--- src/rtl/spi_div_pkg.sv ---
package spi_div_pkg;
    localparam int TBL_W  = 5;
    localparam int POW_W  = 3;
    localparam int LIN_W  = 4;
    localparam int EXP_W  = 4;
    localparam int DIVL_W = LIN_W + 1;
    localparam int CNT_W  = (1 << EXP_W) - 1;

    typedef enum logic [1:0] {
        MODE_TABLE = 2'd0,
        MODE_POW2  = 2'd1,
        MODE_CASC  = 2'd2,
        MODE_ALT   = 2'd3
    } div_mode_e;

    // divisor = lin * 2^exp
    typedef struct packed {
        logic [DIVL_W-1:0] lin;
        logic [EXP_W-1:0]  exp;
    } rate_cfg_t;
endpackage

--- src/rtl/spi_div_cfg_map.sv ---
module spi_div_cfg_map
    import spi_div_pkg::*;
#(
    parameter int TBL_MAX_CODE = 18
) (
    input  logic [1:0]       mode_i,
    input  logic [TBL_W-1:0] tbl_sel_i,
    input  logic [POW_W-1:0] pow_sel_i,
    input  logic [LIN_W-1:0] lin_sel_i,
    input  logic [EXP_W-1:0] exp_sel_i,
    output rate_cfg_t        cfg_o
);
    localparam logic [TBL_W-1:0] TBL_LO = TBL_W'(2);
    localparam logic [TBL_W-1:0] TBL_HI = TBL_W'(TBL_MAX_CODE);

    logic [TBL_W-1:0] k_c;
    rate_cfg_t        tbl_cfg;

    always_comb begin
        // clamp reserved low codes and codes above the legal maximum
        if (tbl_sel_i < TBL_LO)      k_c = TBL_LO;
        else if (tbl_sel_i > TBL_HI) k_c = TBL_HI;
        else                         k_c = tbl_sel_i;

        // odd codes are 3*2^e, even codes are pure powers of two
        if (k_c[0]) begin
            tbl_cfg.lin = DIVL_W'(3);
            tbl_cfg.exp = EXP_W'(k_c >> 1);
        end else begin
            tbl_cfg.lin = DIVL_W'(1);
            tbl_cfg.exp = EXP_W'(k_c >> 1) + EXP_W'(1);
        end

        case (div_mode_e'(mode_i))
            MODE_TABLE: cfg_o = tbl_cfg;
            MODE_CASC: begin
                cfg_o.lin = DIVL_W'(lin_sel_i) + DIVL_W'(1);
                cfg_o.exp = exp_sel_i;
            end
            default: begin
                cfg_o.lin = DIVL_W'(1);
                cfg_o.exp = EXP_W'(pow_sel_i) + EXP_W'(2);
            end
        endcase
    end
endmodule

--- src/rtl/spi_div_cfg_hold.sv ---
module spi_div_cfg_hold
    import spi_div_pkg::*;
(
    input  logic      clk_i,
    input  logic      rst_ni,
    input  logic      run_i,
    input  logic      wrap_i,
    input  rate_cfg_t cfg_i,
    output rate_cfg_t act_o
);
    typedef struct packed {
        rate_cfg_t act;
    } hold_st_t;

    hold_st_t st_d, st_q;

    always_comb begin
        st_d = st_q;
        // adopt new settings only while stopped or at a period boundary
        if (!run_i || wrap_i) st_d.act = cfg_i;
    end

    always_ff @(posedge clk_i or negedge rst_ni) begin
        if (!rst_ni) begin
            st_q.act.lin <= DIVL_W'(1);
            st_q.act.exp <= EXP_W'(2);
        end else begin
            st_q <= st_d;
        end
    end

    assign act_o = st_q.act;

    // the active setting only moves when stopped or at a boundary
    p_cfg_stable_r8: assert property (@(posedge clk_i) disable iff (!rst_ni)
        ($past(run_i) && !$past(wrap_i)) |-> $stable(st_q.act));
endmodule

--- src/rtl/spi_div_prescale.sv ---
module spi_div_prescale
    import spi_div_pkg::*;
(
    input  logic              clk_i,
    input  logic              rst_ni,
    input  logic              run_i,
    input  logic              ref_en_i,
    input  logic [DIVL_W-1:0] lin_i,
    output logic              carry_o,
    output logic [LIN_W-1:0]  cnt_nxt_o
);
    typedef struct packed {
        logic [LIN_W-1:0] cnt;
    } pre_st_t;

    pre_st_t st_d, st_q;
    logic    last_c;

    always_comb begin
        st_d    = st_q;
        carry_o = 1'b0;
        last_c  = (DIVL_W'(st_q.cnt) == (lin_i - DIVL_W'(1)));
        if (!run_i) begin
            st_d.cnt = '0;
        end else if (ref_en_i) begin
            if (last_c) begin
                st_d.cnt = '0;
                carry_o  = 1'b1;
            end else begin
                st_d.cnt = st_q.cnt + LIN_W'(1);
            end
        end
        cnt_nxt_o = st_d.cnt;
    end

    always_ff @(posedge clk_i or negedge rst_ni) begin
        if (!rst_ni) st_q <= '0;
        else         st_q <= st_d;
    end

    // linear stage never reaches its modulus
    p_pre_bound_r5: assert property (@(posedge clk_i) disable iff (!rst_ni)
        DIVL_W'(st_q.cnt) < lin_i);

    // stopped divider clears the linear stage
    p_pre_idle_r9: assert property (@(posedge clk_i) disable iff (!rst_ni)
        !run_i |=> (st_q.cnt == '0));
endmodule

--- src/rtl/spi_div_postscale.sv ---
module spi_div_postscale
    import spi_div_pkg::*;
(
    input  logic              clk_i,
    input  logic              rst_ni,
    input  logic              run_i,
    input  logic              carry_i,
    input  logic [EXP_W-1:0]  exp_i,
    input  logic [DIVL_W-1:0] lin_i,
    input  logic [LIN_W-1:0]  pre_nxt_i,
    output logic              wrap_o,
    output logic              tick_o,
    output logic              sclk_o
);
    typedef struct packed {
        logic [CNT_W-1:0] cnt;
        logic             tick;
        logic             lvl;
    } post_st_t;

    post_st_t         st_d, st_q;
    logic [CNT_W:0]   span_c;
    logic [CNT_W-1:0] mask_c;

    always_comb begin
        st_d   = st_q;
        span_c = (CNT_W + 1)'(1) << exp_i;
        mask_c = CNT_W'(span_c - (CNT_W + 1)'(1));
        wrap_o = carry_i && (st_q.cnt == mask_c);

        if (!run_i)       st_d.cnt = '0;
        else if (wrap_o)  st_d.cnt = '0;
        else if (carry_i) st_d.cnt = st_q.cnt + CNT_W'(1);

        st_d.tick = wrap_o;

        // second half of the period drives the level high
        if (exp_i != '0)
            st_d.lvl = st_d.cnt[exp_i - EXP_W'(1)];
        else
            st_d.lvl = (DIVL_W'(pre_nxt_i) >= (lin_i - (lin_i >> 1)));
    end

    always_ff @(posedge clk_i or negedge rst_ni) begin
        if (!rst_ni) st_q <= '0;
        else         st_q <= st_d;
    end

    assign tick_o = st_q.tick;
    assign sclk_o = st_q.lvl;

    // a period strobe always follows a linear-stage carry
    p_tick_after_carry_r6: assert property (@(posedge clk_i) disable iff (!rst_ni)
        tick_o |-> $past(carry_i));

    // stopped divider is silent and cleared
    p_post_idle_r9: assert property (@(posedge clk_i) disable iff (!rst_ni)
        !run_i |=> (!tick_o && !sclk_o && st_q.cnt == '0));

    // power-of-two stage stays inside its 2^exp window
    p_post_bound_r5: assert property (@(posedge clk_i) disable iff (!rst_ni)
        (st_q.cnt >> exp_i) == '0);
endmodule

--- src/rtl/spi_rate_div.sv ---
module spi_rate_div
    import spi_div_pkg::*;
#(
    parameter int TBL_MAX_CODE = 18
) (
    input  logic             clk_i,
    input  logic             rst_ni,
    input  logic             run_i,
    input  logic             ref_en_i,
    input  logic [1:0]       mode_i,
    input  logic [TBL_W-1:0] tbl_sel_i,
    input  logic [POW_W-1:0] pow_sel_i,
    input  logic [LIN_W-1:0] lin_sel_i,
    input  logic [EXP_W-1:0] exp_sel_i,
    output logic             tick_o,
    output logic             sclk_o
);
    rate_cfg_t        req_cfg;
    rate_cfg_t        act_cfg;
    logic             carry;
    logic             wrap;
    logic [LIN_W-1:0] pre_nxt;

    spi_div_cfg_map #(.TBL_MAX_CODE(TBL_MAX_CODE)) u_map (
        .mode_i    (mode_i),
        .tbl_sel_i (tbl_sel_i),
        .pow_sel_i (pow_sel_i),
        .lin_sel_i (lin_sel_i),
        .exp_sel_i (exp_sel_i),
        .cfg_o     (req_cfg)
    );

    spi_div_cfg_hold u_hold (
        .clk_i  (clk_i),
        .rst_ni (rst_ni),
        .run_i  (run_i),
        .wrap_i (wrap),
        .cfg_i  (req_cfg),
        .act_o  (act_cfg)
    );

    spi_div_prescale u_pre (
        .clk_i     (clk_i),
        .rst_ni    (rst_ni),
        .run_i     (run_i),
        .ref_en_i  (ref_en_i),
        .lin_i     (act_cfg.lin),
        .carry_o   (carry),
        .cnt_nxt_o (pre_nxt)
    );

    spi_div_postscale u_post (
        .clk_i     (clk_i),
        .rst_ni    (rst_ni),
        .run_i     (run_i),
        .carry_i   (carry),
        .exp_i     (act_cfg.exp),
        .lin_i     (act_cfg.lin),
        .pre_nxt_i (pre_nxt),
        .wrap_o    (wrap),
        .tick_o    (tick_o),
        .sclk_o    (sclk_o)
    );
endmodule

--- config.mk ---
export PLATFORM = sky130hd
export DESIGN_NAME = spi_rate_div
export DESIGN_NICKNAME = d
export VERILOG_FILES = /design/src/rtl/spi_div_pkg.sv /design/src/rtl/spi_div_cfg_map.sv /design/src/rtl/spi_div_cfg_hold.sv /design/src/rtl/spi_div_prescale.sv /design/src/rtl/spi_div_postscale.sv /design/src/rtl/spi_rate_div.sv
export SDC_FILE = /design/constraint.sdc
export NUM_CORES = 1
export LEC_CHECK = 0
export BUFFER_PORTS_ARGS = -buffer_cell sky130_fd_sc_hd__buf_2
export CAP_MARGIN = 10
export CELL_PAD_IN_SITES_DETAIL_PLACEMENT = 0
export CELL_PAD_IN_SITES_GLOBAL_PLACEMENT = 1
export CORE_MARGIN = 4
export CORE_UTILIZATION = 35
export DETAILED_ROUTE_END_ITERATION = 10
export PLACE_DENSITY = 0.63
export SETUP_SLACK_MARGIN = 0.1
export SLEW_MARGIN = 25
export SYNTH_ARGS = -nofsm -noshare
export SYNTH_HDL_FRONTEND = slang
export SYNTH_HIERARCHICAL = 1
export SYNTH_SLANG_ARGS = --single-unit
export TNS_END_PERCENT = 10
--- constraint.sdc ---
create_clock -name clk_i -period 4.7 [get_ports clk_i]
set_input_delay 0.235 -clock clk_i [delete_from_list [all_inputs] [get_ports clk_i]]
set_output_delay 0.235 -clock clk_i [all_outputs]
set_load 0.03 [all_outputs]
==> key figures <==
Status
  • Status: finished with violations
  • Violations in the final reports: hold timing

Synthesis
  • Average footprint of a synthesized cell: 8.51 µm²
  • Number of enable flip-flop cells after synthesis: 0
  • Mux contribution to synthesized area: 6.30%
  • Dominant combinational cell family by area after synthesis: simple AND/OR/NAND/NOR gates
  • Register bit total from synthesis: 30
  • Area of the mapped netlist: 0.00314 mm²
  • Synthesis Warnings: 6
  • Post-synth cell types: 68
  • Synthesized-area fraction occupied by and/or/nand/nor cells: 21.4%
  • Share of the synthesized netlist area taken by xor and xnor gates: 13.6%
  • Syn_nets: 412
  • Proportion of synthesized chip area in sequential cells: 24.0%
  • Share of synthesized flip-flops with an asynchronous set or reset: 100%
  • Mapped Cells: 369
  • Top flip-flop cell by instance count after synthesis: sky130_fd_sc_hd__dfrtp_1
  • Compound-Gate Fraction of Synth Area: 19.4%
  • Adder-Cell Fraction of Synth Area: 8.61%

Setup path
  • CP required: 4.81 ns
  • Delay of the slowest cell on the worst path: 0.68 ns
  • Worst Setup End Kind: flop
  • Cell occurring most often along the worst timing path: sky130_fd_sc_hd__nand3_1
  • Startpoint kind of the worst setup timing path: flop
  • WP data arrival: 4.17 ns
  • Worst R2R Setup Slack: 0.64 ns
  • Worst Reg2Reg Path Length in Cells: 13
  • Critical-path cell list: inv_1 -> ha_1 -> nor3b_1 -> xor2_1 -> nor4_2 -> and2_1 -> nand3_1 -> nor4_1 -> nand3_1 -> a41oi_1 -> o22ai_1 -> a22oi_1 -> o32ai_1
  • Worst r2r dst: u_post/sclk_o$_DFF_PN0_
  • Slowest CP cell: sky130_fd_sc_hd__nor4_1
  • Class of the most critical setup path: reg2reg
  • Worst reg2reg startpoint: u_hold/act_o[4]$_DFFE_PN1P_
  • Max FO, Critical Path: 11

STA
  • Number of slew-limit violations in the final report: 0
  • Maximum frequency from static timing analysis: 0.246 GHz
  • Final clock skew: 0.00475 ns
  • Final setup viols: 0
  • Transition at the pin with the smallest max-transition slack: 0.824 ns
  • Relative slew margins: 44.5%
  • Post-route minimum period: 4.06 ns
  • Unrepaired setup endpoints after global routing: false
  • Fraction of the cycle the final worst path needs: 86.4%
  • Setup TNS Final: 0 ns
  • Final hold viol count: 28
  • WHS: -0.00686 ns

Route
  • Vias/cell: 5.52
  • Post-DR wirelength/cell: 15.9 µm
  • TritonRoute pass-1 iters: 4
  • Vias after detailed routing: 2704
  • Final routed wirelength across all metal layers: 7800 µm
  • DRC violation total after the first TritonRoute iteration: 160
  • Final routed DRC violation total: 0
  • Antenna violation net count after detailed routing: 0

Global routing
  • GRT overflow: 0
  • Number of global-route vias before repair: 2538
  • Number of antenna violations at the first check in global routing: 0
  • Maximum number of pins on one net before global-route repair: 31
  • Total routing resource utilization after global routing: 15.1%
  • Wire length of the first global-routing pass: 12600 µm

Final layout
  • Fin util: 38.8%
  • Final #Nets: 424
  • Number of antenna cells inserted: 0
  • Fraction of layout cells with a size suffix above 1: 16.2%
  • P&R area growth vs syn: 7.89%
  • Filler Cells Inserted: 903
  • Post-route design area: 0.00339 mm²
  • Final cell count without fillers: 490

Power and ir drop
  • Peak ir drop on the vdd network: 89.3 µV
  • Static leakage: 1.43 nW
  • Power density normalized to cell area: 266 mW/mm²

Floorplan
  • Die area: 0.0105 mm²
  • Starting Density: 36.0%
  • Die Ht: 103 µm
  • Core Footprint: 0.00872 mm²
  • Standard-cell rows: 34
  • Die boundary width: 103 µm
  • I/O pin cnt: 24

Clock tree
  • Post-CTS Setup Repair Bufs: 0
  • TritonCTS clock tree: done
  • Clock transition at path regs: 0.07 ns
  • H-Tree Depth: 2
  • Hold_buf cts: 0
  • Clock tree root buffer cell: sky130_fd_sc_hd__clkbuf_8
  • Number of clock sinks: 30
  • Num CTS Buffers: 5
  • Maximum clock path buffer count: 2
  • Clock latency of the later-clocked register in the worst-skew pair: 0.28 ns
  • Post-CTS resize count: 0

Place
  • Count of buffers inserted at the top-level ports: 23
  • Placed Cells incl. Taps: 482
  • Total cell area at the placement stage: 0.00329 mm²
  • Detailed-placement wirelength estimate: 5860 µm
  • Weighted congestion reported at the end of routability-driven placement: 0.883

Flow run
  • Max_cap viols: 0

Worst hold path
  • Path class of the lowest-slack min-delay path: in2async
[metal layers]
layer	up-vias	GRT usage (%)	wire length, µm
met5	-	0	0
met4	0	4.84	121
met3	10	2.91	352
met1	1271	19.8	3580
li1	1345	-	-
met2	78	25.1	3740
[per-stage QoR]
stage / power (mW) / worst slack, ns / hold WS (ns)
after floorplan: 0.605 / 1.35 / -0.0606
after global placement: 0.691 / 0.551 / 0.320
after detailed placement: 0.689 / 0.602 / 0.318
after CTS: 0.909 / 0.576 / 0.0142
after global routing: 0.967 / 0.160 / 0.0356
final: 0.901 / 0.638 / -0.00686
[registers in the layout, summed over array words and instances (netlist names)]
name / count
u_post/st_q: 15
u_hold/act_o: 9
u_post/sclk_o: 1
u_pre/st_q: 4
u_post/tick_o: 1
[power breakdown]
group | leakage (nW) | internal [mW] | switching, mW
logic | 0.984 | 0.167 | 0.222
registers | 0.403 | 0.273 | 0.0216
clock network | 0.0472 | 0.117 | 0.0992
total | 1.43 | 0.557 | 0.343
[worst max-delay path by stage]
stage                                     start                           to  slack [ns]
floorplan           u_hold/act_o[4]$_DFFE_PN1P_  u_hold/act_o[0]$_DFFE_PN0P_        1.35
global placement    u_hold/act_o[4]$_DFFE_PN1P_      u_post/sclk_o$_DFF_PN0_        0.55
detailed placement  u_hold/act_o[4]$_DFFE_PN1P_      u_post/sclk_o$_DFF_PN0_        0.60
CTS                 u_hold/act_o[4]$_DFFE_PN1P_      u_post/sclk_o$_DFF_PN0_        0.58
global route        u_hold/act_o[4]$_DFFE_PN1P_      u_post/sclk_o$_DFF_PN0_        0.16
finish              u_hold/act_o[4]$_DFFE_PN1P_      u_post/sclk_o$_DFF_PN0_        0.64
[final cells by class]
type | count | area, µm² | share of cell area, %
well taps | 108 | 135 | 3.99
flip-flops and latches | 30 | 753 | 22.2
repair buffers | 28 | 153 | 4.51
inverters | 19 | 71.3 | 2.11
multi-input cells | 297 | 2180 | 64.4
clock inverters | 2 | 12.5 | 0.369
clock buffers | 6 | 82.6 | 2.44
[cell families after synthesis]
| family | count (synthesis) |
|---|---|
| buffers and inverters | 42 |
| flip-flops | 30 |
| AND/OR/NAND/NOR | 130 |
| multiplexers | 15 |
| AO/OA/AOI/OAI | 83 |
| adder cells (fa/ha/maj) | 21 |
| XOR/XNOR | 48 |
[cells in the final DEF (no fill, tap or decap), types with 4 or more instances in the layout]
| cell type | n |
|---|---|
| sky130_fd_sc_hd__nand3_1 | 15 |
| sky130_fd_sc_hd__a21o_1 | 4 |
| sky130_fd_sc_hd__a22oi_1 | 4 |
| sky130_fd_sc_hd__dfrtp_1 | 28 |
| sky130_fd_sc_hd__inv_1 | 16 |
| sky130_fd_sc_hd__nor2b_1 | 5 |
| sky130_fd_sc_hd__nand2_1 | 32 |
| sky130_fd_sc_hd__o21ai_0 | 12 |
| sky130_fd_sc_hd__a31oi_1 | 4 |
| sky130_fd_sc_hd__nand4_1 | 5 |
| sky130_fd_sc_hd__ha_1 | 20 |
| sky130_fd_sc_hd__buf_4 | 5 |
| sky130_fd_sc_hd__nor3_1 | 9 |
| sky130_fd_sc_hd__o22ai_1 | 4 |
| sky130_fd_sc_hd__xnor2_1 | 28 |
| sky130_fd_sc_hd__o211ai_1 | 6 |
| sky130_fd_sc_hd__mux2_4 | 9 |
| sky130_fd_sc_hd__nor2_1 | 35 |
| sky130_fd_sc_hd__a211o_1 | 4 |
| sky130_fd_sc_hd__clkbuf_8 | 6 |
| sky130_fd_sc_hd__buf_2 | 23 |
| sky130_fd_sc_hd__mux2i_1 | 4 |
| sky130_fd_sc_hd__a21oi_1 | 13 |
| sky130_fd_sc_hd__xor2_1 | 19 |
[synth_stat cells, types with 4 or more instances]
cell type                   n  area [µm²]
sky130_fd_sc_hd__a211o_1    4        35.0
sky130_fd_sc_hd__a21o_1     4        30.0
sky130_fd_sc_hd__a21oi_1   13        65.1
sky130_fd_sc_hd__a22oi_1    4        30.0
sky130_fd_sc_hd__a31oi_1    4        25.0
sky130_fd_sc_hd__buf_2      9        45.0
sky130_fd_sc_hd__buf_4      4        30.0
sky130_fd_sc_hd__clkbuf_1   7        26.3
sky130_fd_sc_hd__dfrtp_1   28         701
sky130_fd_sc_hd__ha_1      20         250
sky130_fd_sc_hd__inv_1     16        60.1
sky130_fd_sc_hd__mux2_4     9         135
sky130_fd_sc_hd__mux2i_1    4        40.0
sky130_fd_sc_hd__nand2_1   32         120
sky130_fd_sc_hd__nand3_1   15        75.1
sky130_fd_sc_hd__nand4_1    5        31.3
sky130_fd_sc_hd__nor2_1    35         131
sky130_fd_sc_hd__nor2b_1    5        31.3
sky130_fd_sc_hd__nor3_1     9        45.0
sky130_fd_sc_hd__o211ai_1   6        45.0
sky130_fd_sc_hd__o21ai_0   12        60.1
sky130_fd_sc_hd__o22ai_1    4        25.0
sky130_fd_sc_hd__xnor2_1   28         245
sky130_fd_sc_hd__xor2_1    19         166
[worst max-delay path, delay by kind of cell (launching register included)]
kind,cells,cell delay [ns]
AOI/OAI and AO/OA,4,0.70
xor gates and xnor gates,1,0.15
adders and majority gates,1,0.21
buffers and inverters,1,0.06
DFF,1,0.59
and+or+nand+nor,6,2.19
No activity file was read; power rests on OpenSTA's default activity.
